[config.mk]
export PLATFORM = sky130hd
export DESIGN_NAME = elev_unit_ctrl
export DESIGN_NICKNAME = d
export VERILOG_FILES = /design/src/rtl/elev_pkg.sv /design/src/rtl/elev_floor_cmp.sv /design/src/rtl/elev_dwell_timer.sv /design/src/rtl/elev_mode_fsm.sv /design/src/rtl/elev_unit_ctrl.sv
export SDC_FILE = /design/constraint.sdc
export NUM_CORES = 1
export LEC_CHECK = 0
export BUFFER_PORTS_ARGS = -buffer_cell sky130_fd_sc_hd__buf_2
export CORE_AREA = 2 2 39 41
export CTS_BUF_LIST = sky130_fd_sc_hd__clkbuf_4
export CTS_CLUSTER_DIAMETER = 60
export DETAILED_ROUTE_END_ITERATION = 6
export DIE_AREA = 0 0 41 43
export PLACE_DENSITY = 0.79
export RECOVER_POWER = 100
export SLEW_MARGIN = 20
export SYNTH_ARGS = -nofsm -noshare
export SYNTH_HDL_FRONTEND = slang
export SYNTH_SLANG_ARGS = --single-unit
[constraint.sdc]
create_clock -name clk -period 1.63 [get_ports clk]
set_input_delay 0.489 -clock clk [delete_from_list [all_inputs] [get_ports clk]]
set_output_delay 0.489 -clock clk [all_outputs]
set_load 0.005 [all_outputs]
[src/rtl/elev_pkg.sv]
package elev_pkg;

   typedef enum logic [2:0] {
      ST_REST   = 3'd0,
      ST_ASCEND = 3'd1,
      ST_DESCND = 3'd2,
      ST_DWELL  = 3'd3,
      ST_FIRE_DN = 3'd4,
      ST_FIRE_OPEN = 3'd5
   } car_state_e;

   typedef struct packed {
      logic up;
      logic dn;
      logic open;
      logic run;
   } car_cmd_t;

   function automatic logic is_fire_state(car_state_e s);
      return (s == ST_FIRE_DN) || (s == ST_FIRE_OPEN);
   endfunction

endpackage

[src/rtl/elev_floor_cmp.sv]
module elev_floor_cmp #(
   parameter int FLOOR_W    = 4,
   parameter int HOME_FLOOR = 1
) (
   input  logic [FLOOR_W-1:0] floor_i,
   input  logic [FLOOR_W-1:0] target_i,
   output logic               tgt_above_o,
   output logic               tgt_below_o,
   output logic               above_home_o
);
   localparam logic [FLOOR_W-1:0] HOME_V = FLOOR_W'(HOME_FLOOR);

   always_comb begin
      tgt_above_o  = target_i > floor_i;
      tgt_below_o  = target_i < floor_i;
      above_home_o = floor_i > HOME_V;
   end
endmodule

[src/rtl/elev_dwell_timer.sv]
module elev_dwell_timer #(
   parameter int DWELL_TICKS = 10
) (
   input  logic clk,
   input  logic rst_n,
   input  logic run_i,
   input  logic tick_i,
   output logic done_o
);
   localparam int CNT_W = $clog2(DWELL_TICKS + 1);
   localparam logic [CNT_W-1:0] LIMIT = CNT_W'(DWELL_TICKS);

   logic [CNT_W-1:0] cnt_q;

   always_ff @(posedge clk or negedge rst_n) begin
      if (!rst_n)
         cnt_q <= '0;
      else if (!run_i)
         cnt_q <= '0;
      else if (tick_i && (cnt_q != LIMIT))
         cnt_q <= cnt_q + 1'b1;
   end

   assign done_o = (cnt_q == LIMIT);

   // count never passes the limit
   a_r4_dwell_saturates : assert property (@(posedge clk) disable iff (!rst_n)
      cnt_q <= LIMIT);

   // count restarts when the dwell is not running
   a_r4_dwell_clears : assert property (@(posedge clk) disable iff (!rst_n)
      !run_i |=> (cnt_q == '0));
endmodule

[src/rtl/elev_mode_fsm.sv]
module elev_mode_fsm
   import elev_pkg::*;
(
   input  logic     clk,
   input  logic     rst_n,
   input  logic     fire_i,
   input  logic     tgt_above_i,
   input  logic     tgt_below_i,
   input  logic     above_home_i,
   input  logic     dwell_done_i,
   output car_cmd_t cmd_o
);
   car_state_e state_q, state_d;

   always_comb begin
      state_d = state_q;
      unique case (state_q)
         ST_REST:      if (tgt_above_i) state_d = ST_ASCEND;
                       else if (tgt_below_i) state_d = ST_DESCND;
         ST_ASCEND:    if (!tgt_above_i) state_d = ST_DWELL;
         ST_DESCND:    if (!tgt_below_i) state_d = ST_DWELL;
         ST_DWELL:     if (dwell_done_i) state_d = ST_REST;
         ST_FIRE_DN:   if (!above_home_i) state_d = ST_FIRE_OPEN;
         ST_FIRE_OPEN: if (!fire_i) state_d = ST_REST;
         default:      state_d = ST_REST;
      endcase
      if (fire_i && !is_fire_state(state_q))
         state_d = ST_FIRE_DN;
   end

   always_ff @(posedge clk or negedge rst_n) begin
      if (!rst_n) state_q <= ST_REST;
      else        state_q <= state_d;
   end

   always_comb begin
      cmd_o = '0;
      unique case (state_q)
         ST_REST:      cmd_o.open = 1'b1;
         ST_ASCEND:    cmd_o.up   = 1'b1;
         ST_DESCND:    cmd_o.dn   = 1'b1;
         ST_DWELL:     begin cmd_o.open = 1'b1; cmd_o.run = 1'b1; end
         ST_FIRE_DN:   cmd_o.dn   = above_home_i;
         ST_FIRE_OPEN: cmd_o.open = 1'b1;
         default:      cmd_o = '0;
      endcase
   end

   a_r5_door_shut_in_motion : assert property (@(posedge clk) disable iff (!rst_n)
      (cmd_o.up || cmd_o.dn) |-> !cmd_o.open);

   a_r5_single_direction : assert property (@(posedge clk) disable iff (!rst_n)
      !(cmd_o.up && cmd_o.dn));

   a_r6_fire_preempts : assert property (@(posedge clk) disable iff (!rst_n)
      (fire_i && !is_fire_state(state_q)) |=> (state_q == ST_FIRE_DN));

   a_r7_fire_descends : assert property (@(posedge clk) disable iff (!rst_n)
      (state_q == ST_FIRE_DN && above_home_i) |-> (cmd_o.dn && !cmd_o.open));

   a_r8_descent_completes : assert property (@(posedge clk) disable iff (!rst_n)
      ($past(state_q) == ST_FIRE_DN) |-> is_fire_state(state_q));
endmodule

[src/rtl/elev_unit_ctrl.sv]
module elev_unit_ctrl
   import elev_pkg::*;
#(
   parameter int FLOOR_W     = 4,
   parameter int HOME_FLOOR  = 1,
   parameter int DWELL_TICKS = 10
) (
   input  logic               clk,
   input  logic               rst_n,
   input  logic [FLOOR_W-1:0] floor_i,
   input  logic [FLOOR_W-1:0] target_i,
   input  logic               fire_i,
   input  logic               tick_i,
   output logic               move_up_o,
   output logic               move_dn_o,
   output logic               door_open_o,
   output logic               dwell_run_o
);
   localparam int TOP_FLOOR = (1 << FLOOR_W) - 1;

   if (FLOOR_W < 2 || FLOOR_W > 16) begin : g_bad_width
      $error("elev_unit_ctrl: FLOOR_W out of range");
   end
   if (HOME_FLOOR < 0 || HOME_FLOOR > TOP_FLOOR) begin : g_bad_home
      $error("elev_unit_ctrl: HOME_FLOOR not representable");
   end
   if (DWELL_TICKS < 1) begin : g_bad_dwell
      $error("elev_unit_ctrl: DWELL_TICKS must be positive");
   end

   logic     tgt_above, tgt_below, above_home, dwell_done;
   car_cmd_t cmd;

   elev_floor_cmp #(.FLOOR_W(FLOOR_W), .HOME_FLOOR(HOME_FLOOR)) u_cmp (
      .floor_i      (floor_i),
      .target_i     (target_i),
      .tgt_above_o  (tgt_above),
      .tgt_below_o  (tgt_below),
      .above_home_o (above_home)
   );

   elev_dwell_timer #(.DWELL_TICKS(DWELL_TICKS)) u_dwell (
      .clk    (clk),
      .rst_n  (rst_n),
      .run_i  (cmd.run),
      .tick_i (tick_i),
      .done_o (dwell_done)
   );

   elev_mode_fsm u_fsm (
      .clk          (clk),
      .rst_n        (rst_n),
      .fire_i       (fire_i),
      .tgt_above_i  (tgt_above),
      .tgt_below_i  (tgt_below),
      .above_home_i (above_home),
      .dwell_done_i (dwell_done),
      .cmd_o        (cmd)
   );

   assign move_up_o   = cmd.up;
   assign move_dn_o   = cmd.dn;
   assign door_open_o = cmd.open;
   assign dwell_run_o = cmd.run;
endmodule

==> results.toml <==
[status]
status = "finished with violations"
violations = "setup timing"

[synth]
synthTopCellsByArea = "dfrtp_1 29%, ha_1 13%, a21oi_1 5.8%"
synthMuxAreaShare = 0.0188
synth_top_family_by_area = "simple AND/OR/NAND/NOR gates"
syn_inst = 75
synth_fa_ha_area_frac = 0.125
synth_warnings = 0
yosys.area_share.simple = 0.265
synth_top_flop_cell = "dfrtp_1"
yosysSeqAreaShare = 0.292
ys_types = 27
synth_compound_area_frac = 0.175
synth_top_area_share = 0.292
syn_nets = 93
synth_async_sr_flop_share = 1.00
synth-xor-area-share = 0.0585
synth_edf_count = 0
yosys.area.top_type = "dfrtp_1"
ys_ff_latch = 7
synthesis.area_um2 = 599
syn_avg_cell_area_um2 = 7.99

[setup_path]
r2r-start = "u_dwell.cnt_q[0]"
required_ns = 1.78
critPathMaxFanout = 3
crit_start = "floor_i[0]"
r2r_setup_slack_ns = -0.22
arrival_ns = 2.10
path_class = "input pin to flop"
end_kind = "flop"
start_kind = "input pin"

[drt]
vias = 683
drtPass1Iterations = 4
wl_um = 1720
final_antenna_net_count = 0
viasPerCell = 5.14
drt-initial-drc-count = 11
routedWlPerCell_um = 12.9
drcViolationCount = 0

[clock_network]
htree_num_levels = 1
clock-sinks = 7
clk_path_buf_depth = 2
cts_tree = "yes"
cts_root_buffer = "clkbuf_4"
numCtsBuffers = 3
clkTransAtPathRegs_ns = 0.06
insertion_delay_ns = 0.27

[finish]
antenna_cells = 0
layout.cells.most_common = "buf_4"
drive_gt1_frac = 0.496
final_cell_mix = "16 x buf_4, 11 x buf_6, 10 x buf_2"
finalInstanceArea_um2 = 1020
fillers = 106
layout.nets = 136
syn_to_final_growth_pct = 70.8

[power]
p_switching_uw = 379
switching_share = 0.369
p_leak_uw = 0.000500
pwr-share-seq = 0.221
powerDensity_nw_per_um2 = 1000
p_int_uw = 647
clockPowerShare = 0.181
pwr-share-comb = 0.598
ir_drop_mv = 0.675

[placed_design]
globalplace.congestion = 0.744
placed_cell_area_um2 = 876
port_buffers = 15
hpwl_um = 1270
place_ws_ns = -0.608

[global_routing]
grt_start_max_net_pins = 8
grtUsageTotal = 0.224
grt_pass1_vias = 617
grt_pass1_wl_um = 2570
antenna_found_initial = 0
overflow = 0

[timing]
hold_violations = 0
max_freq_mhz = 513
rsz0062_at_grt = "yes"
setup_violations = 4
fin_worst_skew_ns = 0.0119
drv_slew = 0
worstMarginPinSlew_ns = 0.381
period_share = 1.19
fin_crit_ns = 1.95
fin_ws_ns = -0.318
relSlewSlack = 0.746

[floorplan]
row_count = 14
core_um2 = 1380
dieHeight_um = 43
pin_count = 16
dieArea_um2 = 1760
initial_utilization = 0.433
die_w_um = 41

[run]
maxCapViolCount = 0

[min_path]
hold_path.class = "input pin to asynchronous set/reset pin"
[final cells by class]
cell class | count | area (um2) | area share
inverters | 9 | 38.8 | 0.0379
repair buffers | 39 | 302 | 0.295
flip-flops and latches | 7 | 175 | 0.171
well taps | 16 | 20.0 | 0.0196
clock buffers | 4 | 30.0 | 0.0293
multi-input cells | 58 | 458 | 0.447
[kinds of logic after synthesis]
logic type,count (synthesis)
buffers and inverters,10
xor gates and xnor gates,4
adders and majority gates,6
AOI/OAI and AO/OA,17
and+or+nand+nor,30
muxes,1
DFF,7
[stage by stage]
step / setup TNS (ns) / hold slack [ns] / util / instances / power [uW]
floorplan: -0.427 / 0.193 / - / 75 / 475
global placement: -0.816 / 0.329 / 0.633 / 124 / 671
detailed placement: -0.891 / 0.332 / 0.633 / 124 / 696
CTS: -0.501 / 0.0512 / 0.719 / 131 / 958
global route: -0.962 / 0.118 / 0.740 / 133 / 1090
finish: -0.625 / 0.103 / 0.740 / 133 / 1030
[worst paths after layout]
| kind | endpoint | cells after the start |
|---|---|---|
| setup / recovery | u_fsm.state_q[0] | 7 |
| hold / removal | u_fsm.state_q[1] | 1 |
| setup reg to reg | u_fsm.state_q[0] | 7 |
| hold reg to reg | u_dwell.cnt_q[3] | 2 |
| max in group asynchronous | u_dwell.cnt_q[0] | 1 |
| min in group clk | u_fsm.state_q[2] | 3 |
[repair_timing]
| action | CTS | global route |
|---|---|---|
| setup buffers | 3 | 2 |
| gates resized for setup | 18 | 8 |
| hold buffers | 0 | 0 |
| endpoints found under the setup margin | 4 | 6 |
| cloned | 0 | 0 |
| pin swaps | 10 | 5 |
[worst max-delay path: stages]
cell and delay (ns):
buf_2 0.10, ha_1 0.28, nand4_1 0.14, nor2_1 0.08, and3_1 0.15, or4b_1 0.54, mux2_4 0.32
[Yosys cell counts, types with 2 or more instances]
| cell type | count |
|---|---|
| a21oi_1 | 7 |
| dfrtp_1 | 7 |
| ha_1 | 6 |
| inv_1 | 9 |
| nand2_1 | 4 |
| nand3_1 | 4 |
| nand4_1 | 3 |
| nor2_1 | 9 |
| nor2b_1 | 2 |
| nor3_1 | 2 |
| o211ai_1 | 3 |
| o22ai_1 | 2 |
| xor2_1 | 3 |
[flip-flops by register name, indices dropped and copies added, names as in the netlist]
signal / count
u_dwell.cnt_q: 4
u_fsm.state_q: 3
[layer usage]
metal / global-route usage / routed length [um]
met5: 0 / 0
met4: 0.100 / 51
met3: 0.0628 / 73
met2: 0.388 / 878
met1: 0.232 / 720
[power groups by stage]
stage	clock, uW	combinational (uW)	sequential (uW)
after floorplan	0	249	226
after global placement	0	456	215
after detailed placement	0	479	217
after CTS	184	550	223
after global routing	200	665	228
final	185	613	227
No activity file was read; power rests on OpenSTA's default activity.
